--- src/rtl/trig_reg_pkg.sv ---
package trig_reg_pkg;

  localparam int BX_WIDTH  = 12;
  localparam int CNT_WIDTH = 32;

  // Strobes from control to datapath, one set per crossing
  typedef struct packed {
    logic acceptNow;   // decision for this crossing is accept
    logic convReject;  // a physics accept was vetoed by throttling
    logic thrStart;    // throttling begins in this crossing
  } trigStrobe_t;

  // One slot of the fixed-latency decision pipe
  typedef struct packed {
    logic                valid;
    logic                accept;
    logic [BX_WIDTH-1:0] bx;
  } pipeSlot_t;

endpackage

--- src/rtl/board_throttle_merge.sv ---
module board_throttle_merge #(
  parameter int NUM_BOARDS      = 4,
  parameter int CARDS_PER_BOARD = 4,
  localparam int NUM_CARDS      = NUM_BOARDS * CARDS_PER_BOARD
) (
  input  logic [NUM_CARDS-1:0]  cardThrottle,
  output logic [NUM_BOARDS-1:0] boardThrottle
);

  // each board throttles when any of its cards asks for it
  for (genvar b = 0; b < NUM_BOARDS; b++) begin : g_board
    assign boardThrottle[b] = |cardThrottle[b*CARDS_PER_BOARD +: CARDS_PER_BOARD];
  end

endmodule

--- src/rtl/trig_reg_ctrl.sv ---
module trig_reg_ctrl
  import trig_reg_pkg::*;
#(
  parameter int NUM_BOARDS = 4
) (
  input  logic                  physTrig,
  input  logic                  specTrig,
  input  logic [NUM_BOARDS-1:0] boardThrottle,
  input  logic [NUM_BOARDS-1:0] prevBoardThrottle,
  output trigStrobe_t           strobe
);

  logic anyNow;
  logic anyPrev;

  assign anyNow  = |boardThrottle;
  assign anyPrev = |prevBoardThrottle;

  always_comb begin
    strobe = '0;
    // special request wins over the physics decision and over throttle
    if (specTrig) begin
      strobe.acceptNow = 1'b1;
    end else if (physTrig) begin
      // physics accept survives only with no throttle
      strobe.acceptNow  = ~anyNow;
      strobe.convReject = anyNow;
    end
    strobe.thrStart = anyNow & ~anyPrev;
  end

  // a vetoed crossing never also carries an accept
  always_comb begin
    a_r8_veto_exclusive : assert (!(strobe.acceptNow && strobe.convReject))
      else $error("accept and veto raised together");
  end

endmodule

--- src/rtl/trig_reg_dp.sv ---
module trig_reg_dp
  import trig_reg_pkg::*;
#(
  parameter int                  NUM_BOARDS = 4,
  parameter logic [BX_WIDTH-1:0] BX_MAX     = 12'd3563,
  parameter int                  LATENCY    = 4
) (
  input  logic                  clk,
  input  logic                  rst,
  input  logic                  orbitPulse,
  input  logic [NUM_BOARDS-1:0] boardThrottle,
  input  trigStrobe_t           strobe,
  output logic [BX_WIDTH-1:0]   bxId,
  output logic [NUM_BOARDS-1:0] thrBits,
  output logic [BX_WIDTH-1:0]   thrStartBx,
  output logic                  outValid,
  output logic                  outAccept,
  output logic [BX_WIDTH-1:0]   outBxId,
  output logic [CNT_WIDTH-1:0]  throttledCount
);

  localparam int LAST = LATENCY - 1;

  // Crossing counter
  always_ff @(posedge clk) begin
    if (rst || orbitPulse || bxId == BX_MAX) bxId <= '0;
    else                                     bxId <= bxId + 1'b1;
  end

  // Throttle word
  always_ff @(posedge clk) begin
    if (rst) begin
      thrBits    <= '0;
      thrStartBx <= '0;
    end else begin
      thrBits <= boardThrottle;
      if (strobe.thrStart) thrStartBx <= bxId;
    end
  end

  // Veto counter
  always_ff @(posedge clk) begin
    if (rst)                    throttledCount <= '0;
    else if (strobe.convReject) throttledCount <= throttledCount + 1'b1;
  end

  // Fixed-latency pipe carrying decision and crossing tag together
  pipeSlot_t pipe [LATENCY];

  for (genvar s = 0; s < LATENCY; s++) begin : g_stage
    if (s == 0) begin : g_head
      always_ff @(posedge clk) begin
        if (rst) pipe[0] <= '0;
        else     pipe[0] <= '{valid: 1'b1, accept: strobe.acceptNow, bx: bxId};
      end
    end else begin : g_body
      always_ff @(posedge clk) begin
        if (rst) pipe[s] <= '0;
        else     pipe[s] <= pipe[s-1];
      end
    end
  end

  assign outValid  = pipe[LAST].valid;
  assign outAccept = pipe[LAST].accept;
  assign outBxId   = pipe[LAST].bx;

  // Assertions next to the logic they guard
  a_r2_bx_step : assert property (@(posedge clk) disable iff (rst)
    (!orbitPulse && bxId != BX_MAX) |=> bxId == $past(bxId) + 1'b1)
    else $error("crossing counter step");

  a_r2_bx_wrap : assert property (@(posedge clk) disable iff (rst)
    (bxId == BX_MAX) |=> bxId == '0)
    else $error("crossing counter wrap");

  a_r3_orbit_clear : assert property (@(posedge clk) disable iff (rst)
    orbitPulse |=> bxId == '0)
    else $error("orbit did not clear counter");

  a_r5_bits_follow : assert property (@(posedge clk) disable iff (rst)
    1'b1 |=> thrBits == $past(boardThrottle))
    else $error("throttle word bits");

  a_r6_start_capture : assert property (@(posedge clk) disable iff (rst)
    strobe.thrStart |=> thrStartBx == $past(bxId))
    else $error("throttle start crossing");

  a_r6_start_hold : assert property (@(posedge clk) disable iff (rst)
    !strobe.thrStart |=> $stable(thrStartBx))
    else $error("throttle start moved");

  a_r10_count_step : assert property (@(posedge clk) disable iff (rst)
    strobe.convReject |=> throttledCount == $past(throttledCount) + 32'd1)
    else $error("veto count step");

  a_r10_count_hold : assert property (@(posedge clk) disable iff (rst)
    !strobe.convReject |=> $stable(throttledCount))
    else $error("veto count moved");

endmodule

--- src/rtl/trigger_regulator.sv ---
module trigger_regulator
  import trig_reg_pkg::*;
#(
  parameter int                  NUM_BOARDS      = 4,
  parameter int                  CARDS_PER_BOARD = 4,
  parameter logic [BX_WIDTH-1:0] BX_MAX          = 12'd3563,
  parameter int                  LATENCY         = 4,
  localparam int                 NUM_CARDS       = NUM_BOARDS * CARDS_PER_BOARD
) (
  input  logic                  clk,
  input  logic                  rst,
  input  logic                  orbitPulse,
  input  logic                  physTrig,
  input  logic                  specTrig,
  input  logic [NUM_CARDS-1:0]  cardThrottle,
  output logic [BX_WIDTH-1:0]   bxId,
  output logic [NUM_BOARDS-1:0] thrBoards,
  output logic [BX_WIDTH-1:0]   thrStartBx,
  output logic                  outValid,
  output logic                  outAccept,
  output logic [BX_WIDTH-1:0]   outBxId,
  output logic [CNT_WIDTH-1:0]  throttledCount
);

  logic [NUM_BOARDS-1:0] boardThrottle;
  trigStrobe_t           strobe;

  board_throttle_merge #(
    .NUM_BOARDS      (NUM_BOARDS),
    .CARDS_PER_BOARD (CARDS_PER_BOARD)
  ) u_merge (
    .cardThrottle  (cardThrottle),
    .boardThrottle (boardThrottle)
  );

  trig_reg_ctrl #(
    .NUM_BOARDS (NUM_BOARDS)
  ) u_ctrl (
    .physTrig          (physTrig),
    .specTrig          (specTrig),
    .boardThrottle     (boardThrottle),
    .prevBoardThrottle (thrBoards),
    .strobe            (strobe)
  );

  trig_reg_dp #(
    .NUM_BOARDS (NUM_BOARDS),
    .BX_MAX     (BX_MAX),
    .LATENCY    (LATENCY)
  ) u_dp (
    .clk            (clk),
    .rst            (rst),
    .orbitPulse     (orbitPulse),
    .boardThrottle  (boardThrottle),
    .strobe         (strobe),
    .bxId           (bxId),
    .thrBits        (thrBoards),
    .thrStartBx     (thrStartBx),
    .outValid       (outValid),
    .outAccept      (outAccept),
    .outBxId        (outBxId),
    .throttledCount (throttledCount)
  );

endmodule

--- config.mk ---
export PLATFORM = sky130hd
export DESIGN_NAME = trigger_regulator
export DESIGN_NICKNAME = d
export VERILOG_FILES = /design/src/rtl/trig_reg_pkg.sv /design/src/rtl/board_throttle_merge.sv /design/src/rtl/trig_reg_ctrl.sv /design/src/rtl/trig_reg_dp.sv /design/src/rtl/trigger_regulator.sv
export SDC_FILE = /design/constraint.sdc
export NUM_CORES = 1
export LEC_CHECK = 0
export BUFFER_PORTS_ARGS = -buffer_cell sky130_fd_sc_hd__buf_4
export CELL_PAD_IN_SITES_DETAIL_PLACEMENT = 0
export CELL_PAD_IN_SITES_GLOBAL_PLACEMENT = 1
export CORE_MARGIN = 2
export CORE_UTILIZATION = 42
export CTS_BUF_LIST = sky130_fd_sc_hd__clkbuf_8
export CTS_CLUSTER_SIZE = 14
export DETAILED_ROUTE_END_ITERATION = 10
export HOLD_SLACK_MARGIN = 0.08
export PLACE_DENSITY_LB_ADDON = 0.1
export SLEW_MARGIN = 40
export SYNTH_ARGS = -nofsm -noshare
export SYNTH_HDL_FRONTEND = slang
export SYNTH_SLANG_ARGS = --single-unit
--- constraint.sdc ---
create_clock -name clk -period 2.85 [get_ports clk]
set_input_delay 0.285 -clock clk [delete_from_list [all_inputs] [get_ports clk]]
set_output_delay 0.285 -clock clk [all_outputs]
set_load 0.01 [all_outputs]
==> results of run 1 <==
==> worst min-delay path by stage <==
stage | startpoint | to
2_1_floorplan | specTrig | u_dp.pipe[0][12]$_SDFF_PP0_
3_3_place_gp | u_dp.pipe[0][27]$_SDFF_PP0_ | u_dp.pipe[1][13]$_SDFF_PP0_
3_5_place_dp | u_dp.pipe[0][11]$_SDFF_PP0_ | u_dp.pipe[0][25]$_SDFF_PP0_
4_1_cts | specTrig | u_dp.pipe[0][12]$_SDFF_PP0_
5_1_grt | specTrig | u_dp.pipe[0][12]$_SDFF_PP0_
6_report | specTrig | u_dp.pipe[0][12]$_SDFF_PP0_
==> metal layers <==
layer  wire [um]  vias up  global-route usage [%]
met5           0        -                       0
met3         479        4                    5.70
met1        4250     1381                    22.2
met4          57        0                    6.37
met2        3770       78                    23.6
li1            -     1634                       -
==> cell usage after synthesis (6+ instances only) <==
cell type    n
dfxtp_1    116
nor2b_1     55
nor2_1      44
nand2_1     34
nand3_1     23
a21oi_1     21
xnor2_1     19
clkbuf_1    16
nor4_1      14
nand4_1     13
xor2_1      13
buf_4       12
o21ai_0      7
or3_1        7
nor3_1       6
==> final cells by class <==
class / count / share of cell area, %
clock buffers: 17 / 4.38
multi-input cells: 285 / 31.6
repair buffers: 99 / 13.9
clock inverters: 15 / 3.39
flip-flops and latches: 116 / 43.4
inverters: 3 / 0.211
well taps: 133 / 3.11
==> power groups by stage <==
stage | clock network (mW) | registers [mW] | logic (mW)
3_3_place_gp | 0 | 1.68 | 0.0885
4_1_cts | 1.62 | 1.64 | 0.0892
2_1_floorplan | 0 | 1.68 | 0.0412
3_5_place_dp | 0 | 1.68 | 0.0891
6_report | 1.58 | 1.64 | 0.0890
5_1_grt | 1.70 | 1.64 | 0.0994
==> worst register-to-register path: stages (launching register included) <==
cell	delay (ns)
dfxtp_1	0.43
and4_1	0.42
nand4_4	0.17
or4_1	0.62
nor3_1	0.20
mux2_2	0.35
==> flip-flops by register name, summed over array words and instances, names as in the netlist <==
name	flops
u_dp.pipe	56
u_dp.bxId	12
u_dp.throttledCount	32
u_dp.thrBits	4
u_dp.thrStartBx	12
==> kinds of logic after synthesis <==
kind of cell	Yosys count	share of synthesized area [%]
fa+ha+maj	2	0.597
buf+inv	39	4.83
flops	116	55.4
xor+xnor	32	6.68
mux	1	0.269
compound gates	32	4.09
simple gates	218	28.1
==> per-stage QoR <==
stage | power (mW) | utilization (%) | area (um^2) | std cells | hold slack (ns)
finish | 3.31 | 54.9 | 5350 | 668 | 0.110
global route | 3.45 | 54.9 | 5350 | 668 | 0.0917
CTS | 3.36 | 54.8 | 5330 | 668 | 0.0883
detailed placement | 1.77 | 50.5 | 4920 | 636 | 0.420
global placement | 1.77 | 50.5 | 4920 | 636 | 0.417
floorplan | 1.72 | - | 4190 | 440 | 0.402
==> summary by stage, run 1 <==
STA
The worst clock skew is roughly 0.012 ns. Derived from the worst setup path, the maximum achievable clock frequency is 436 MHz. Summed over all failing endpoints, the final setup total negative slack is 0 ns.

Counting I/O delays and the setup requirement, the final critical path takes between 2 and 2.5 ns. The tightest slew margin relative to the limit is 49.5%. The final hold violation count is 0. At the pin with the least slew margin, the transition time is between 0.7 and 0.8 ns.

The slack of the critical path is 0.557 ns. Setup repair after global routing left no endpoint under its margin. The final number of max-transition violations is 0. The number of endpoints failing setup at the final stage is 0.

The post-route clock period utilization is between 80% and 90%.

Power
Across the VDD grid, the largest voltage drop is 0.000320 V. Of the total power, the share spent switching nets is 24.8%. The cell internal power dissipation is approximately 2.5 mW. Combinational logic burns ~2.7% of the power. The net switching power of the design is 0.820 mW.

Summed over all cells, the static leakage comes to 2.10 nW. In this run the power density over the cells is 619 nW/um^2. The clock network fraction of design power is 47.7%. Of the total power, registers draw 49.6%.

Logic synthesis
The synthesized design contains 0 enable-type register cells. In this run the mean area of a mapped cell was 9.53 um^2. The synthesized netlist contains 35 unique library cells.

The share of Yosys cell area claimed by the top area cell type is 55.4%. The Yosys step of the flow raised 0 warnings. Ranked by total cell area, the synthesized netlist is headed by dfxtp_1 (55%), nor2b_1 (8.2%), xnor2_1 (4.0%), nor2_1 (3.9%), nand2_1 (3.0%). Synthesis produced a netlist whose cell count is 440.

Counting every net in the synthesized netlist gives roughly 460. The area of the mapped netlist is 4190 um^2. Among all flip-flop cells after synthesis, the most frequent one is dfxtp_1.

The fraction of the yosys area taken by sequential cells is 55.4%. The biggest area consumer among synthesized cells is dfxtp_1. The fraction of synthesis flops using an asynchronous set or reset pin is 0%. Counting flops and latches in the post-synthesis netlist gives 116.

Routing
The total via count in the routed design is 3097. The via-per-instance ratio is 4.64. The final wirelength is approximately 8.6 mm.

The DRC violation count after routing is 0. The total iterations of the first detailed-routing run is 4. The first-iteration detailed-routing DRC count is 82.

The routed wire length per instance is 12.8 um. The number of antenna-violating nets in the routed design is 0.

Final layout
Leaving out fill and tap cells, the most frequent cells in the layout are dfxtp_1 (116), buf_4 (99), nor2b_1 (55). The count of fill cells added during filler insertion is 924. Of the cells placed in the final design, the portion with a size suffix greater than 1 is 25.6%. 0 antenna diodes ended up in the layout.

The most common cell after layout, fill and taps aside is dfxtp_1. The sequential cells in the finished layout cover a total of 2320 um^2. The final net count is 545. The multi-input combinational cell area is approximately 1700 um^2.

The area added between synthesis and finish is 27.5%.

Critical path
Across all register-to-register paths, the minimum setup slack is 0.56 ns. In this run the worst setup path begins at u_dp.throttledCount[3]$_SDFFE_PP0P_. The buffering stage count on the worst path with inverters included is 0.

In this run the critical register-to-register path is captured at u_dp.throttledCount[31]$_SDFFE_PP0P_. The required arrival time at the worst endpoint is approximately 3.2 ns. The worst setup path is of the flop to flop kind. The data arrival at the endpoint of the critical path is ~2.6 ns.

The instance count on the critical path is 5. In this design, the stage delay of the slowest critical-path cell is 0.62 ns. Measured in cells, the most critical reg-to-reg path has a length of 5.

The startpoint identified for the worst register-to-register timing path is u_dp.throttledCount[3]$_SDFFE_PP0P_. The end of the critical path is u_dp.throttledCount[31]$_SDFFE_PP0P_. STA classifies the critical path endpoint as a flop. STA classifies the critical path startpoint as a flop.

The critical path goes through and4_1 -> nand4_4 -> or4_1 -> nor3_1 -> mux2_2. The slowest stage of the critical path belongs to the cell or4_1. Broken down by cell family, the worst path's largest delay share belongs to simple AND/OR/NAND/NOR gates. Of all nets on the critical path, the largest fanout is 9.

Floorplanning
The floorplan die width is between 100 and 150 um. From bottom edge to top edge, the die measures 104 um. In this run the count of I/O pins placed on the die edge is 95. For this configuration, the core starts out at a cell density of between 40% and 50%.

The area enclosed by the die boundary is 10800 um^2. The floorplan step defined a core boundary enclosing roughly 9700 um^2. The floorplan has 36 rows.

Placed design
The port buffer count is 94. The detailed placement HPWL is around 5.8 mm. Prior to clock tree synthesis, the placed netlist has a worst setup slack of 0.597 ns.

The weighted congestion reported at the end of routability-driven placement is 0.807.

Clock tree
The depth of the CTS H-tree is 4. The clock tree from TritonCTS is built. The number of setup buffers added after CTS is 0. Clock-pin slew was measured on the worst setup and hold paths at ~0.080 ns. Gates resized during post-CTS repair numbered 0. Clock tree synthesis found a total of 116 sinks.

The maximum buffer depth of the clock tree is 2. The clock latency on the worst-skew pair is 0.41 ns. In this run, post-CTS hold repair placed 0 buffers. The root buffer cell chosen for the clock tree is clkbuf_8. The number of clock buffers added by TritonCTS is 17.

Run status
The flow ran to the end, and the final reports show no timing, DRC or antenna violations.

Global route
The global-route usage over all layers is 16.3%. After global routing the overflow that remains totals 0. Entering global routing, the biggest net connects 63 pins. The number of global-route vias before repair is 2845.

The wire length of the first global-routing pass is approximately 14 mm. The number of antenna violations at the first check in global routing is 0.

Min path
Along the worst hold path, the cell count comes to 3. The tightest min-delay check is of the input pin to flop type.

Flow run
The max-cap violation count is 0.
Note: power is estimated with default switching activity, not from simulation.
==> inputs of run 2 (changes only) <==
==> constraint.sdc (replaced) <==
create_clock -name clk -period 2.2 [get_ports clk]
set_input_delay 0.22 -clock clk [delete_from_list [all_inputs] [get_ports clk]]
set_output_delay 0.22 -clock clk [all_outputs]
set_load 0.01 [all_outputs]
==> summary by stage, run 2 (synthesis gave the netlist of run 1 again) <==
Floorplanning
The core outline area is 9730 um^2 (unchanged). The I/O pin count was 95 (unchanged). The area enclosed by the die boundary is 10800 um^2 (unchanged). The site row count is 36 (unchanged). The y dimension of the die is 104 um (unchanged). The effective utilization at floorplan is 43.1% (unchanged).

The floorplan die width is 104 um (unchanged).

Global route
The total global routing overflow was 0 (unchanged). The global-route usage over all layers is 16.5% (was 16.3%). The number of antenna violations at the first check in global routing is 0 (unchanged). The maximum number of pins on one net before global-route repair was 48 (was 63). The wire length of the first global-routing pass is 14.3 mm (was 14.1 mm). The number of global-route vias before repair came to 3032 (was 2845).

STA
The slew at the pin with the worst max-slew slack is 0.569 ns (was 0.748 ns). After layout, the minimum clock period comes to 2.09 ns. In the finished design, the share of the clock period the worst path needs comes to around 95%. The final number of max-transition violations is 0 (unchanged).

The number of endpoints failing setup at the final stage is 0 (unchanged). The tightest slew margin relative to the limit is 61.7% (was 49.5%). The maximum operating frequency is 479 MHz. The worst clock skew is 0.0119 ns (was 0.0117 ns).

The final hold violation count is 0 (unchanged).

Final layout
The count of inserted antenna diode cells was 0 (unchanged). The area added between synthesis and finish is 32.1% (was 27.5%). Most used cells in the layout excluding fill and tap cells: buf_4 (119), dfxtp_1 (116), nor2b_1 (55) (was dfxtp_1 (116), buf_4 (99), nor2b_1 (55)). The most common cell after layout, fill and taps aside is buf_4 (was dfxtp_1). The final net count came to 568 (was 545). Top flop regs: u_dp.pipe (56), u_dp.throttledCount (32) (unchanged). The post-layout instance area came to 5540 um^2 (was 5350 um^2). The share of final-layout standard cells stronger than drive strength 1 came to 28.7% (was 25.6%). The count of fill cells added during filler insertion came to 930 (was 924). The number of flip-flops in the largest register is 56 (unchanged). The core occupancy in the finished layout is 56.9% (was 54.9%). The final standard cell count with taps included and fillers excluded is 691 (was 668). The register with the most flip-flops is u_dp.pipe (unchanged).

Flow run
The max-cap violation count is 0 (unchanged).

Placed design
The post-detailed-placement cell area was 5090 um^2 (was 4920 um^2). The detailed placement HPWL is 6.03 mm (was 5.79 mm). The weighted congestion reported at the end of routability-driven placement was 0.847 (was 0.807). The port buffer count is 94 (unchanged). The number of placed instances, taps included came to 657 (was 636).

Routing
The total iterations of the first detailed-routing run is 4 (unchanged). The number of antenna-violating nets in the routed design is 0 (unchanged). The via-per-instance ratio is 4.68 (was 4.64).

The first-iteration detailed-routing DRC count is 80 (was 82). The routed wire length per instance was 12.6 um (was 12.8 um). The final wirelength is 8.71 mm (was 8.56 mm).

The DRC violation count after routing is 0 (unchanged). The total via count in the routed design is 3235 (was 3097).

Clock tree
The clock tree from TritonCTS is built (unchanged). The number of CTS-inserted buffers is 17 (unchanged). The number of clock sinks seen by CTS came to 116 (unchanged). The CTS clock-pin slew for the worst setup and hold paths is 0.07 ns (was 0.08 ns). The buffer cell driving the clock tree root is clkbuf_8 (unchanged).

The number of setup buffers added after CTS was 0 (unchanged). The clock latency on the worst-skew pair is 0.42 ns (was 0.41 ns). The depth of the CTS H-tree was 4 (unchanged). The maximum buffer depth of the clock tree is 2 (unchanged).

Critical path
The highest net fanout along the worst path is 9 (unchanged). The critical path startpoint category is an input pin (was flop). The required arrival time at the worst endpoint is 2.51 ns (was 3.16 ns). The cell depth of the worst flop-to-flop path came to 6 (was 5). The endpoint type of the worst setup path is a flop (unchanged). The data arrival at the endpoint of the critical path is 2.40 ns (was 2.60 ns). The type of the setup path with the least slack is input pin to flop (was flop to flop).

Power
The net switching share of the total power was 24.7% (was 24.8%). The total leakage power is 2.22 nW (was 2.10 nW). The sequential power share is 49.4% (was 49.6%).

The net switching power of the design is 1.06 mW (was 0.820 mW). The clock network fraction of design power is 47.6% (was 47.7%). The total power divided by cell area is 777 nW/um^2 (was 619 nW/um^2). The largest voltage drop on the vdd net is 0.000389 V (was 0.000320 V). The cell internal power dissipation is 3.24 mW (was 2.49 mW).

The combinational cell fraction of total power was 3.0% (was 2.7%).

Run status
Run status: finished, final reports clean (unchanged).

Min path
The hold-critical path depth is 4 (was 3). The class of the tightest hold or removal check was input pin to flop (unchanged).
run 2: cell count changes in the layout (fill, tap and decap cells not counted), sizes merged:
| cell | before | now |
|---|---|---|
| clkinvlp | 2 | 1 |
| buf | 99 | 120 |
| dlygate4sd3 | 0 | 2 |
| clkinv | 0 | 1 |
run 2: per-layer routing:
layer,vias up,share of wire (%),global-route usage [%]
met4,0,1.0,4.92
met3,9,4.9,5.95
met1,1459,49,21.8
met2,80,45,25.3
li1,1687,-,-
met5,-,0,0
run 2: metrics by stage:
| step | setup TNS, ns | hold WS (ns) | setup WS, ns | total power [mW] |
|---|---|---|---|---|
| detailed placement | 0 | 0.422 | 0.0130 | 2.30 |
| global placement | 0 | 0.417 | 0.0354 | 2.30 |
| global route | -0.0120 | 0.153 | -0.00642 | 4.46 |
| finish | 0 | 0.156 | 0.113 | 4.30 |
| floorplan | 0 | 0.337 | 0.0989 | 2.23 |
| CTS | 0 | 0.131 | 0.0532 | 4.36 |
run 2: what timing repair did:
item,in CTS,in global routing
hold endpoints to repair,1,0
endpoints found under the setup margin,1,3
resized for setup,1,3
hold buffers,2,0
run 2: cell type report:
class	instances	area (um^2)	share of cell area (%)
inverters	3	11.3	0.203
flip-flops and latches	116	2320	41.9
clock buffers	17	234	4.23
well taps	133	166	3.01
repair buffers	122	933	16.9
multi-input cells	285	1690	30.5
clock inverters	15	183	3.30
run 2: worst paths after layout:
check                                                    startpoint                                   end  slack (ns)
worst max-delay path                                       specTrig  u_dp.throttledCount[31]$_SDFFE_PP0P_        0.11
worst min-delay path                                cardThrottle[6]            u_dp.thrBits[1]$_SDFF_PP0_        0.16
worst max register to register  u_dp.throttledCount[1]$_SDFFE_PP0P_  u_dp.throttledCount[28]$_SDFFE_PP0P_        0.13
worst min register to register          u_dp.pipe[0][18]$_SDFF_PP0_            u_dp.pipe[1][4]$_SDFF_PP0_        0.44
run 2: power by group through the flow:
stage,Clock [mW],Sequential (mW),Combinational (mW)
6_report,2.05,2.12,0.131
5_1_grt,2.19,2.13,0.145
4_1_cts,2.10,2.12,0.133
3_5_place_dp,0,2.17,0.131
3_3_place_gp,0,2.17,0.129
2_1_floorplan,0,2.18,0.0533
run 2: critical path, cell delays in order:
cell and delay, ns:
dlygate4sd3_1 0.54, buf_4 0.14, and4b_1 0.29, nand2_1 0.08, or4_4 0.57, nor3_1 0.19, mux2_2 0.36
